===== config.mk =====
export PLATFORM = sky130hd
export DESIGN_NAME = ovl_line_addr_gen
export DESIGN_NICKNAME = d
export VERILOG_FILES = /design/src/rtl/ovl_pkg.sv /design/src/rtl/ovl_line_seq.sv /design/src/rtl/ovl_window.sv /design/src/rtl/ovl_cfg_check.sv /design/src/rtl/ovl_line_addr_gen.sv
export SDC_FILE = /design/constraint.sdc
export NUM_CORES = 1
export LEC_CHECK = 0
export BUFFER_PORTS_ARGS = -buffer_cell sky130_fd_sc_hd__buf_2
export CORE_MARGIN = 5
export CORE_UTILIZATION = 68
export CTS_CLUSTER_DIAMETER = 150
export DETAILED_ROUTE_END_ITERATION = 7
export GPL_ROUTABILITY_DRIVEN = 0
export HOLD_SLACK_MARGIN = 0.12
export PLACE_DENSITY = 0.89
export SLEW_MARGIN = 20
export SYNTH_ARGS = -nofsm -noshare
export SYNTH_HDL_FRONTEND = slang
export SYNTH_SLANG_ARGS = --single-unit

===== constraint.sdc =====
create_clock -name clk -period 11.8 [get_ports clk]
set_input_delay 2.95 -clock clk [delete_from_list [all_inputs] [get_ports clk]]
set_output_delay 2.95 -clock clk [all_outputs]
set_load 0.03 [all_outputs]

===== src/rtl/ovl_pkg.sv =====
package ovl_pkg;

    localparam int ADDR_W    = 9;
    localparam int LINE_W    = 9;
    localparam int NUM_OSD   = 3;
    localparam int MAG_W     = 3;
    localparam int MAG_MAX   = 4;
    localparam int MAX_LINES = 320;

    localparam logic [1:0] FIELD_INTERLACE = 2'b11;

    typedef enum logic [1:0] {
        BLEND_NONE   = 2'b00,
        BLEND_ALPHA  = 2'b01,
        BLEND_OPAQUE = 2'b10
    } blend_e;

    // Clamp raw magnification into 1..top.
    function automatic int unsigned eff_mag(input int unsigned raw, input int unsigned top);
        if (raw == 0)
            return 1;
        else if (raw > top)
            return top;
        else
            return raw;
    endfunction

    // Two closed ranges share at least one value.
    function automatic bit ranges_meet(input int unsigned a_lo, input int unsigned a_hi,
                                       input int unsigned b_lo, input int unsigned b_hi);
        return (a_lo <= b_hi) && (b_lo <= a_hi);
    endfunction

endpackage


===== src/rtl/ovl_line_seq.sv =====
module ovl_line_seq #(
    parameter int LINE_W = ovl_pkg::LINE_W
) (
    input  logic              clk,
    input  logic              rst,
    input  logic              restart,
    input  logic              step,
    output logic [LINE_W-1:0] idx
);
    localparam logic [LINE_W-1:0] IDX_TOP = '1;

    always_ff @(posedge clk) begin
        if (rst || restart)
            idx <= '0;
        else if (step && idx != IDX_TOP)
            idx <= idx + 1'b1;
    end

    // a frame start rewinds the scan
    a_r1_restart_zero: assert property (@(posedge clk) disable iff (rst)
        restart |=> idx == '0);

    // each strobe moves one line on (saturating)
    a_r2_idx_advances: assert property (@(posedge clk) disable iff (rst)
        (step && !restart && idx != IDX_TOP) |=> idx == $past(idx) + 1'b1);

endmodule


===== src/rtl/ovl_window.sv =====
module ovl_window #(
    parameter int ADDR_W = ovl_pkg::ADDR_W,
    parameter int LINE_W = ovl_pkg::LINE_W,
    parameter int MAG_W  = ovl_pkg::MAG_W,
    parameter int EXT_W  = ADDR_W + LINE_W + MAG_W
) (
    input  logic              clk,
    input  logic              rst,
    input  logic              restart,
    input  logic              step,
    input  logic [LINE_W-1:0] idx,
    input  logic [ADDR_W-1:0] ram_start,
    input  logic [ADDR_W-1:0] ram_end,
    input  logic [LINE_W-1:0] pos,
    input  logic [MAG_W-1:0]  mag_eff,
    output logic              in_win,
    output logic [EXT_W-1:0]  span_end,
    output logic [ADDR_W-1:0] cur_addr
);
    logic [EXT_W-1:0]  ram_lines;
    logic [MAG_W-1:0]  sub;
    logic [ADDR_W-1:0] off;

    always_comb begin
        ram_lines = EXT_W'(ram_end) - EXT_W'(ram_start) + EXT_W'(1);
        span_end  = EXT_W'(pos) + ram_lines * EXT_W'(mag_eff);
        in_win    = (EXT_W'(idx) >= EXT_W'(pos)) && (EXT_W'(idx) < span_end);
        cur_addr  = ram_start + off;
    end

    // Sub-line counter: the RAM offset moves once per mag_eff panel lines.
    always_ff @(posedge clk) begin
        if (rst || restart) begin
            sub <= '0;
            off <= '0;
        end else if (step && in_win) begin
            if (sub >= mag_eff - MAG_W'(1)) begin
                sub <= '0;
                off <= off + 1'b1;
            end else begin
                sub <= sub + 1'b1;
            end
        end
    end

    // the RAM offset never moves outside a covered line
    a_r4_offset_holds_outside: assert property (@(posedge clk) disable iff (rst)
        (!in_win && !restart) |=> $stable(off));

    // entering a frame starts the window at its first RAM line
    a_r4_restart_offset: assert property (@(posedge clk) disable iff (rst)
        restart |=> (off == '0 && sub == '0));

endmodule


===== src/rtl/ovl_cfg_check.sv =====
module ovl_cfg_check #(
    parameter int ADDR_W    = ovl_pkg::ADDR_W,
    parameter int LINE_W    = ovl_pkg::LINE_W,
    parameter int NUM_OSD   = ovl_pkg::NUM_OSD,
    parameter int MAX_LINES = ovl_pkg::MAX_LINES,
    parameter int EXT_W     = 16
) (
    input  logic [LINE_W-1:0]               line_count,
    input  logic [LINE_W-1:0]               scan_start,
    input  logic [ADDR_W-1:0]               base_start,
    input  logic [ADDR_W-1:0]               base_end,
    input  logic [NUM_OSD-1:0][ADDR_W-1:0]  osd_start,
    input  logic [NUM_OSD-1:0][ADDR_W-1:0]  osd_end,
    input  logic [NUM_OSD-1:0][LINE_W-1:0]  osd_pos,
    input  logic [NUM_OSD-1:0][EXT_W-1:0]   span_end,
    output logic                            err
);
    import ovl_pkg::*;

    logic screen_bad, base_bad, ram_bad, order_bad;

    always_comb begin
        int unsigned nl, scn, bsa, bea;
        nl  = 32'(line_count);
        scn = 32'(scan_start);
        bsa = 32'(base_start);
        bea = 32'(base_end);

        screen_bad = (nl > MAX_LINES) || (scn + nl > MAX_LINES) || (scn != bsa);
        base_bad   = (bea < bsa) || ((bea - bsa) < nl);

        ram_bad   = 1'b0;
        order_bad = 1'b0;
        for (int i = 0; i < NUM_OSD; i++) begin
            if (osd_end[i] < osd_start[i])
                ram_bad = 1'b1;
            if (ranges_meet(32'(osd_start[i]), 32'(osd_end[i]), bsa, bea))
                ram_bad = 1'b1;
            for (int j = i + 1; j < NUM_OSD; j++) begin
                if (ranges_meet(32'(osd_start[i]), 32'(osd_end[i]),
                                32'(osd_start[j]), 32'(osd_end[j])))
                    ram_bad = 1'b1;
            end
            if (i < NUM_OSD - 1) begin
                if (32'(span_end[i]) > 32'(osd_pos[(i + 1) % NUM_OSD]))
                    order_bad = 1'b1;
            end else begin
                if (32'(span_end[i]) > nl)
                    order_bad = 1'b1;
            end
        end

        err = screen_bad || base_bad || ram_bad || order_bad;
    end

endmodule


===== src/rtl/ovl_line_addr_gen.sv =====
module ovl_line_addr_gen #(
    parameter int ADDR_W    = ovl_pkg::ADDR_W,
    parameter int LINE_W    = ovl_pkg::LINE_W,
    parameter int NUM_OSD   = ovl_pkg::NUM_OSD,
    parameter int MAG_W     = ovl_pkg::MAG_W,
    parameter int MAG_MAX   = ovl_pkg::MAG_MAX,
    parameter int MAX_LINES = ovl_pkg::MAX_LINES,
    localparam int IDX_W    = (NUM_OSD > 1) ? $clog2(NUM_OSD) : 1,
    localparam int EXT_W    = ADDR_W + LINE_W + MAG_W
) (
    input  logic                            clk,
    input  logic                            rst,
    input  logic                            frame_start,
    input  logic                            line_strobe,
    input  logic [LINE_W-1:0]               line_count,
    input  logic [LINE_W-1:0]               scan_start,
    input  logic [ADDR_W-1:0]               base_start,
    input  logic [ADDR_W-1:0]               base_end,
    input  logic [NUM_OSD-1:0][ADDR_W-1:0]  osd_start,
    input  logic [NUM_OSD-1:0][ADDR_W-1:0]  osd_end,
    input  logic [NUM_OSD-1:0][LINE_W-1:0]  osd_pos,
    input  logic [MAG_W-1:0]                mag,
    input  logic                            base_en,
    input  logic [1:0]                      field_mode,
    output logic                            line_valid,
    output logic [ADDR_W-1:0]               base_addr,
    output logic                            osd_hit,
    output logic [IDX_W-1:0]                osd_idx,
    output logic [ADDR_W-1:0]               osd_addr,
    output logic [1:0]                      blend_mode,
    output logic                            cfg_err
);
    import ovl_pkg::*;

    logic                           step;
    logic [LINE_W-1:0]              idx;
    logic [MAG_W-1:0]               mag_eff;
    logic [NUM_OSD-1:0]             win_hit;
    logic [NUM_OSD-1:0][EXT_W-1:0]  win_end;
    logic [NUM_OSD-1:0][ADDR_W-1:0] win_addr;
    logic                           sel_hit;
    logic [IDX_W-1:0]               sel_idx;
    logic [ADDR_W-1:0]              sel_addr;
    logic                           in_range;
    logic                           osd_ok;
    blend_e                         blend_next;
    logic                           err_next;

    assign step    = line_strobe && !frame_start;
    assign mag_eff = MAG_W'(eff_mag(32'(mag), MAG_MAX));

    ovl_line_seq #(.LINE_W(LINE_W)) u_seq (
        .clk     (clk),
        .rst     (rst),
        .restart (frame_start),
        .step    (step),
        .idx     (idx)
    );

    for (genvar x = 0; x < NUM_OSD; x++) begin : g_win
        ovl_window #(
            .ADDR_W (ADDR_W),
            .LINE_W (LINE_W),
            .MAG_W  (MAG_W),
            .EXT_W  (EXT_W)
        ) u_win (
            .clk       (clk),
            .rst       (rst),
            .restart   (frame_start),
            .step      (step),
            .idx       (idx),
            .ram_start (osd_start[x]),
            .ram_end   (osd_end[x]),
            .pos       (osd_pos[x]),
            .mag_eff   (mag_eff),
            .in_win    (win_hit[x]),
            .span_end  (win_end[x]),
            .cur_addr  (win_addr[x])
        );
    end

    ovl_cfg_check #(
        .ADDR_W    (ADDR_W),
        .LINE_W    (LINE_W),
        .NUM_OSD   (NUM_OSD),
        .MAX_LINES (MAX_LINES),
        .EXT_W     (EXT_W)
    ) u_cfg (
        .line_count (line_count),
        .scan_start (scan_start),
        .base_start (base_start),
        .base_end   (base_end),
        .osd_start  (osd_start),
        .osd_end    (osd_end),
        .osd_pos    (osd_pos),
        .span_end   (win_end),
        .err        (err_next)
    );

    // Lowest-numbered covering window wins.
    always_comb begin
        sel_hit  = 1'b0;
        sel_idx  = '0;
        sel_addr = '0;
        for (int x = NUM_OSD - 1; x >= 0; x--) begin
            if (win_hit[x]) begin
                sel_hit  = 1'b1;
                sel_idx  = IDX_W'(x);
                sel_addr = win_addr[x];
            end
        end
        in_range = EXT_W'(idx) < EXT_W'(line_count);
        osd_ok   = in_range && sel_hit && (field_mode != FIELD_INTERLACE);
        if (!osd_ok)
            blend_next = BLEND_NONE;
        else if (base_en)
            blend_next = BLEND_ALPHA;
        else
            blend_next = BLEND_OPAQUE;
    end

    always_ff @(posedge clk) begin
        if (rst) begin
            line_valid <= 1'b0;
            base_addr  <= '0;
            osd_hit    <= 1'b0;
            osd_idx    <= '0;
            osd_addr   <= '0;
            blend_mode <= BLEND_NONE;
            cfg_err    <= 1'b0;
        end else begin
            cfg_err <= err_next;
            if (frame_start) begin
                line_valid <= 1'b0;
                osd_hit    <= 1'b0;
                osd_idx    <= '0;
                osd_addr   <= '0;
                blend_mode <= BLEND_NONE;
            end else if (line_strobe) begin
                line_valid <= in_range;
                base_addr  <= base_start + ADDR_W'(idx);
                osd_hit    <= osd_ok;
                osd_idx    <= osd_ok ? sel_idx : '0;
                osd_addr   <= osd_ok ? sel_addr : '0;
                blend_mode <= blend_next;
            end
        end
    end

    // no overlay outside the driven lines
    a_r11_hit_needs_valid: assert property (@(posedge clk) disable iff (rst)
        osd_hit |-> line_valid);

    // interlaced drive removes the overlay
    a_r7_interlace_no_osd: assert property (@(posedge clk) disable iff (rst)
        (step && field_mode == FIELD_INTERLACE) |=> (!osd_hit && blend_mode == BLEND_NONE));

    // base picture off never asks for a mix
    a_r6_opaque_when_base_off: assert property (@(posedge clk) disable iff (rst)
        (step && !base_en) |=> blend_mode != BLEND_ALPHA);

    // blend mode follows the hit flag
    a_r6_blend_tracks_hit: assert property (@(posedge clk) disable iff (rst)
        osd_hit == (blend_mode != BLEND_NONE));

    // frame start invalidates the line outputs
    a_r1_restart_invalid: assert property (@(posedge clk) disable iff (rst)
        frame_start |=> !line_valid);

    // outputs hold between strobes
    a_r1_hold_between_lines: assert property (@(posedge clk) disable iff (rst)
        (!line_strobe && !frame_start) |=>
            ($stable(base_addr) && $stable(line_valid) && $stable(osd_hit) && $stable(osd_addr)));

    // base address is the start plus the line index
    a_r2_base_addr: assert property (@(posedge clk) disable iff (rst)
        step |=> base_addr == ADDR_W'($past(base_start) + ADDR_W'($past(idx))));

endmodule


* Yosys cells after proc, flatten, opt, wreduce, memory -nomap -nowiden
Cells that the tools add are included.
** Storage, ports and cells
- Bits in registers :: 70
- Input bits :: 127
- Output and inout port bits :: 25
- Word-level logic and storage cells :: 137
** Cells by class
- Add/sub/neg operators :: 23
- Multipliers :: 3
- $lt $le $gt $ge :: 33
- Eq/ne operators :: 3
- Multiplexer cells :: 30
- Bitwise gates (word level) :: 1
- Reduce and logical (&&, ||, !) cells :: 30
** Operator list (number)
- $le 9x9->1 :: 12
- $add 21x1->21 const B :: 3
- $add 9x21->21 :: 3
- $gt 21x9->1 :: 3
- $lt 9x21->1 :: 3
- $mul 21x3->21 :: 3
- $lt 9x9->1 :: 5
- $sub 9x9->10 :: 4
- $add 9x1->9 const B :: 4
- $add 9x9->9 :: 4
- $mux 9 :: 4
- $gt 32x9->1 const B :: 1
- $lt 32x9->1 :: 1
- $ge 9x9->1 :: 3
- $logic_and 1x1->1 :: 16
- $mux 1 :: 15
- $mux 3 :: 5
- $mux 2 :: 6
- $add 9x9->10 :: 1
- $add 3x1->3 const B :: 3
- $ge 3x3->1 :: 3
- $gt 9x9->1 const B :: 1
- $ne 9x9->1 :: 1
- $ne 9x9->1 const B :: 1
- other kinds (9) :: 18

* Depth between registers and ports, before layout
- Word-level depth :: 13
- Mapped depth :: 31
- Mapped depth without buffers :: 30

* By module
Synthesis repeated with hierarchy kept, for this count alone.
** Second synthesis, totals
- Cells, all modules :: 2360
- Area total of the unflattened synthesis :: 18582.8 um^2
** Modules (own cells, without submodules)
- ovl_cfg_check :: instances 1, cells an instance 642, area an instance 4885.9 um^2, sequential area each 0.0 um^2
- ovl_window at g_win[1].u_win :: instances 1, cells an instance 498, area an instance 3916.3 um^2, sequential area each 240.2 um^2
- ovl_window at g_win[2].u_win :: instances 1, cells an instance 496, area an instance 3870.0 um^2, sequential area each 240.2 um^2
- ovl_window at g_win[0].u_win :: instances 1, cells an instance 478, area an instance 3841.2 um^2, sequential area each 240.2 um^2
- ovl_line_addr_gen :: instances 1, cells an instance 199, area an instance 1639.1 um^2, sequential area each 500.5 um^2
- ovl_line_seq :: instances 1, cells an instance 47, area an instance 430.4 um^2, sequential area each 180.2 um^2

* Worst setup path before layout
Ideal clock, no wire load.
- Path type :: in2reg
- Start point :: in osd_end[9] (netlist bit)
- End point :: reg osd_addr[2]
- Setup time :: 0.117 ns
- Arrival :: 8.949 ns
- Required time :: 11.683 ns
- Slack :: 2.735 ns
- Stages on the path :: 29
- Buffers on the path :: 1
- Path through :: inv_1 ha_1 fa_1 nand2b_1 a21oi_1 xor2_2 nand3_1 or2_2 nor2_1 xnor2_1 nor2_1 fa_1 inv_1 fa_1 inv_1 ha_1 o211ai_1 nand2_1 o21ai_1 o31ai_1 a311oi_1 a2111oi_0 nand4b_1 nor3b_1 mux2_4 buf_2 nor4_2 a221o_1 a22o_1
** Between the ends
- Word-level cells in the longest chain between the ends :: 11
- Elaborated cells on any way between the ends :: 13
- Classes of those cells :: add/sub: 3; mul: 1; order compare: 1; mux: 5; reduce/logical: 3
** RTL lines
- start, declared :: line ovl_line_addr_gen.sv:20 : input logic [NUM_OSD-1:0][ADDR_W-1:0] osd_end,
- $sub 9x9->10 (*) :: line ovl_window.sv:25 : ram_lines = EXT_W'(ram_end) - EXT_W'(ram_start) + EXT_W'(1);
- $add 21x1->21 (*) :: line ovl_window.sv:25
- $mul 21x3->21 (*) :: line ovl_window.sv:26 : span_end = EXT_W'(pos) + ram_lines * EXT_W'(mag_eff);
- $add 9x21->21 (*) :: line ovl_window.sv:26
- $lt 9x21->1 (*) :: line ovl_window.sv:27 : in_win = (EXT_W'(idx) >= EXT_W'(pos)) && (EXT_W'(idx) < span_end);
- $logic_and 1x1->1 (*) :: line ovl_window.sv:27
- $mux 1 (2 in a row) :: line ovl_line_addr_gen.sv:106 : if (win_hit[x]) begin
- $logic_and 1x1->1 (2 in a row) :: line ovl_line_addr_gen.sv:113 : osd_ok = in_range && sel_hit && (field_mode != FIELD_INTERLACE);
- $mux 9 (*) :: line ovl_line_addr_gen.sv:144 : osd_addr <= osd_ok ? sel_addr : '0;
- end signal, assigned :: line ovl_line_addr_gen.sv:144
- end, declared :: line ovl_line_addr_gen.sv:29 : output logic [ADDR_W-1:0] osd_addr,
Mark *: on every way between the ends. The rest lies on a longest branch, timed or not.
A chain may end at the register's enable or synchronous reset.

* Worst setup path in the final report
- Start point :: in osd_start[5] (netlist bit)
- End point :: reg blend_mode[1]
** Between the ends
- Word-level cells in the longest chain between the ends :: 10
** RTL lines
- start, declared :: line ovl_line_addr_gen.sv:19 : input logic [NUM_OSD-1:0][ADDR_W-1:0] osd_start,
- $sub 9x9->10 :: line ovl_window.sv:25
- $add 21x1->21 :: line ovl_window.sv:25
- $mul 21x3->21 :: line ovl_window.sv:26
- $add 9x21->21 :: line ovl_window.sv:26
- $lt 9x21->1 :: line ovl_window.sv:27
- $logic_and 1x1->1 :: line ovl_window.sv:27
- $mux 1 :: line ovl_line_addr_gen.sv:106
- $logic_and 1x1->1 (2 in a row) :: line ovl_line_addr_gen.sv:113
- $mux 2 :: line ovl_line_addr_gen.sv:114 : if (!osd_ok)
- end signal, assigned :: line ovl_line_addr_gen.sv:145 : blend_mode <= blend_next;
- end, declared :: line ovl_line_addr_gen.sv:30 : output logic [1:0] blend_mode,
No other way between the ends.

==> results.sh <==
export IMPL_area_growth_pct=7.15
export IMPL_synth_area_leaders="ha_1, fa_1, dfxtp_1"
export IMPL_setup_violations=0
export IMPL_initial_utilization=0.695
export IMPL_tns_ps=0
export IMPL_synth_seq_cells=70
export IMPL_cts_tree="yes"
export IMPL_clock_root_buffer="clkbuf_16"
export IMPL_drt_iter0_drc=1915
export IMPL_synth_edff_count=0
export IMPL_cts_resized=0
export IMPL_path_max_fanout=17
export IMPL_leakage_uw=0.0100
export IMPL_nets=3052
export IMPL_clock_latency_ps=360
export IMPL_r2r_end="g_win[0].u_win.off[7]$_SDFFE_PP0P_"
export IMPL_cts_inserted_buffers=9
export IMPL_detail_route_antenna_nets=0
export IMPL_yosysMostFrequentCell="ha_1"
export IMPL_htree_num_levels=3
export IMPL_r2r_slack_ps=7960
export IMPL_min_path_cells=2
export IMPL_drt_wirelength_per_cell_um=20.9
export IMPL_drv_slew=0
export IMPL_cpLargestDelayFamily="compound AO/OA/AOI/OAI gates"
export IMPL_drcViolationCount=0
export IMPL_ys_warn_count=0
export IMPL_overflow=0
export IMPL_rows=59
export IMPL_critPathLaunchType="input pin"
export IMPL_clk_pin_slew_worst_paths_ps=80
export IMPL_dieArea_sq_um=30100
export IMPL_die_w_um=174
export IMPL_cp_common_cell="ha_1"
export IMPL_irDropWorstVdd_uv=63.6
export IMPL_syn_avg_cell_area_sq_um=7.84
export IMPL_yosys_top_cells_count="ha_1, inv_1, nor2_1, a21oi_1, nand2_1"
export IMPL_p_per_area_nw_per_um2=118
export IMPL_vias_per_cell=6.68
export IMPL_drive_gt1_frac=0.0925
export IMPL_grt_usage=0.375
export IMPL_vias=18600
export IMPL_hold_path_class="reg2reg"
export IMPL_seq_area_frac_synth=0.0770
export IMPL_worst_pin_slew_ps=1130
export IMPL_die_height_um=174
export IMPL_rsz0062_at_grt="no"
export IMPL_hpwl_um=46500
export IMPL_cpPeakStageDelay_ps=840
export IMPL_grt_pass1_vias=19000
export IMPL_async_flop_share=0
export IMPL_rr_worst_depth=11
export IMPL_synth_distinct_cells=91
export IMPL_core_area_sq_um=26200
export IMPL_numPlacedInstances=2763
export IMPL_endpoint_kind="flip-flop"
export IMPL_ios=152
export IMPL_instances_no_fill=2780
export IMPL_min_to="base_addr[5]$_SDFFE_PP0P_"
export IMPL_clock_skew_ps=15.4
export IMPL_cp_slowest_cell="nor2b_1"
export IMPL_maxSlewHeadroom=0.245
export IMPL_numPortBuffers=151
export IMPL_max_freq_mhz=97.1
export IMPL_reg2reg_from="u_seq.idx[2]$_SDFFE_PP0P_"
export IMPL_yosys_area_top_type="ha_1"
export IMPL_grt_max_degree=49
export IMPL_synthCells=2322
export IMPL_cts_path_max_buffers=2
export IMPL_worstSetupPathType="in2reg"
export IMPL_post_synth_top_area_fraction=0.274
export IMPL_crit_arrival_ps=10560
export IMPL_ctsHoldBuffers=0
export IMPL_antenna_found_initial=1
export IMPL_p_total_uw=2300
export IMPL_syn_cell_area_sq_um=18200
export IMPL_synth_nets=2935
export IMPL_outcome="finished clean"
export IMPL_path_cells="buf_2, inv_1, ha_1, a2111oi_0, a211oi_1, o21ai_0, nor2b_1, nand2_1, nor2_1, fa_1, ha_1, ha_1, a21o_1, a31o_2, a41oi_1, o21bai_1, a2111oi_0, nand3_1, a211oi_1, a31o_4, o211ai_4, and2_4, a22o_1"
export IMPL_finalCritPeriodShare=0.873
export IMPL_worstPathRequired_ps=12060
export IMPL_cts_sinks=70
export IMPL_cap_viol_max_count=0
export IMPL_ys_flop_type="dfxtp_1"
export IMPL_postCtsSetupRepairBufs=0
export IMPL_grt_pass1_wl_um=93200
export IMPL_finalCriticalPeriod_ps=10300
export IMPL_min_from="base_addr[5]$_SDFFE_PP0P_"
export IMPL_finalHoldViolations=0
export IMPL_first_pass_iters=7
export IMPL_routed_wirelength_um=58000
export IMPL_critPathBufInv=2
worst max path at each step:
stage,startpoint,to,cells past startpoint
after detailed placement,osd_start[5],blend_mode[0]$_SDFFE_PP0P_,23
after CTS,osd_start[5],blend_mode[1]$_SDFFE_PP0P_,23
after global placement,osd_start[5],blend_mode[1]$_SDFFE_PP0P_,23
after global routing,osd_start[5],osd_addr[8]$_SDFFE_PP0P_,23
final,osd_start[5],blend_mode[1]$_SDFFE_PP0P_,23
after floorplan,osd_end[9],osd_addr[2]$_SDFFE_PP0P_,29
per-stage QoR:
stage | util | cell area (sq um) | setup WS, ps | hold slack [ps]
3_5_place_dp | 0.733 | 19200 | 1550 | 444
4_1_cts | 0.744 | 19500 | 1800 | 452
2_1_floorplan | - | 18200 | 2730 | 449
3_3_place_gp | 0.733 | 19200 | 1810 | 437
6_report | 0.744 | 19500 | 1500 | 450
5_1_grt | 0.744 | 19500 | 1130 | 477
cells in the final DEF, fill, tap and decap left out, types with 13 or more instances in the layout:
master / Yosys / layout
ha_1: 399 / 399
inv_1: 267 / 267
nor2_1: 240 / 240
a21oi_1: 157 / 157
buf_2: 4 / 151
nand2_1: 135 / 135
o21ai_0: 109 / 109
xnor2_1: 87 / 87
fa_1: 87 / 87
dfxtp_1: 70 / 70
a21o_1: 61 / 61
o21a_1: 59 / 59
xor2_1: 56 / 56
nand3_1: 49 / 49
nand2b_1: 43 / 43
nor2b_1: 38 / 38
nor3_1: 37 / 37
nand4_1: 29 / 29
and3_1: 24 / 24
o21bai_1: 24 / 24
a211oi_1: 24 / 24
o211ai_1: 19 / 19
o22ai_1: 17 / 17
a31oi_1: 13 / 13
cell families (layout without fill, tap and decap cells):
group	after synthesis	count (layout)	synth area share
xor gates and xnor gates	147	147	0.0730
adders and majority gates	486	486	0.370
muxes	12	12	0.00694
and+or+nand+nor	697	697	0.190
other	0	1	0
AOI/OAI and AO/OA	585	585	0.214
buffers and inverters	325	447	0.0691
DFF	70	70	0.0770
per-layer routing:
layer / up-vias / global-route usage / share of wire
met5: - / 0 / 0.00024
met4: 2 / 0.232 / 0.076
met3: 344 / 0.0881 / 0.11
met2: 1145 / 0.611 / 0.44
met1: 8646 / 0.447 / 0.37
li1: 8443 / - / -
layout make-up:
| cell class | instances | area (sq um) |
|---|---|---|
| sequential | 70 | 1400 |
| antenna | 1 | 2.50 |
| fill | 1925 | 6700 |
| clock inverter | 7 | 62.6 |
| multi-input combinational | 1927 | 15500 |
| tap | 335 | 419 |
| inverter | 268 | 1010 |
| clock buffer | 9 | 225 |
| timing repair buffer | 163 | 846 |
state kept, by name (all words and copies together), names as in the netlist:
| register | flops |
|---|---|
| base_addr | 9 |
| blend_mode | 2 |
| cfg_err | 1 |
| g_win.u_win.off | 27 |
| g_win.u_win.sub | 9 |
| line_valid | 1 |
| osd_addr | 9 |
| osd_hit | 1 |
| osd_idx | 2 |
| u_seq.idx | 9 |
power by group:
group,internal (uW),switching (uW),total (uW)
clock network,148,140,287
logic,703,1070,1780
registers,238,1.48,240
worst register-to-register path: stages, from the launching register on:
cell and delay, ps:
dfxtp_1 690, ha_1 330, o21ai_0 170, a21oi_1 90, a2111oi_0 400, nor2_1 100, o211ai_1 290, a211oi_1 250
a31oi_4 550, nand4_2 320, or4_1 530, nand2_1 80
Note: power is estimated with default switching activity, not from simulation.
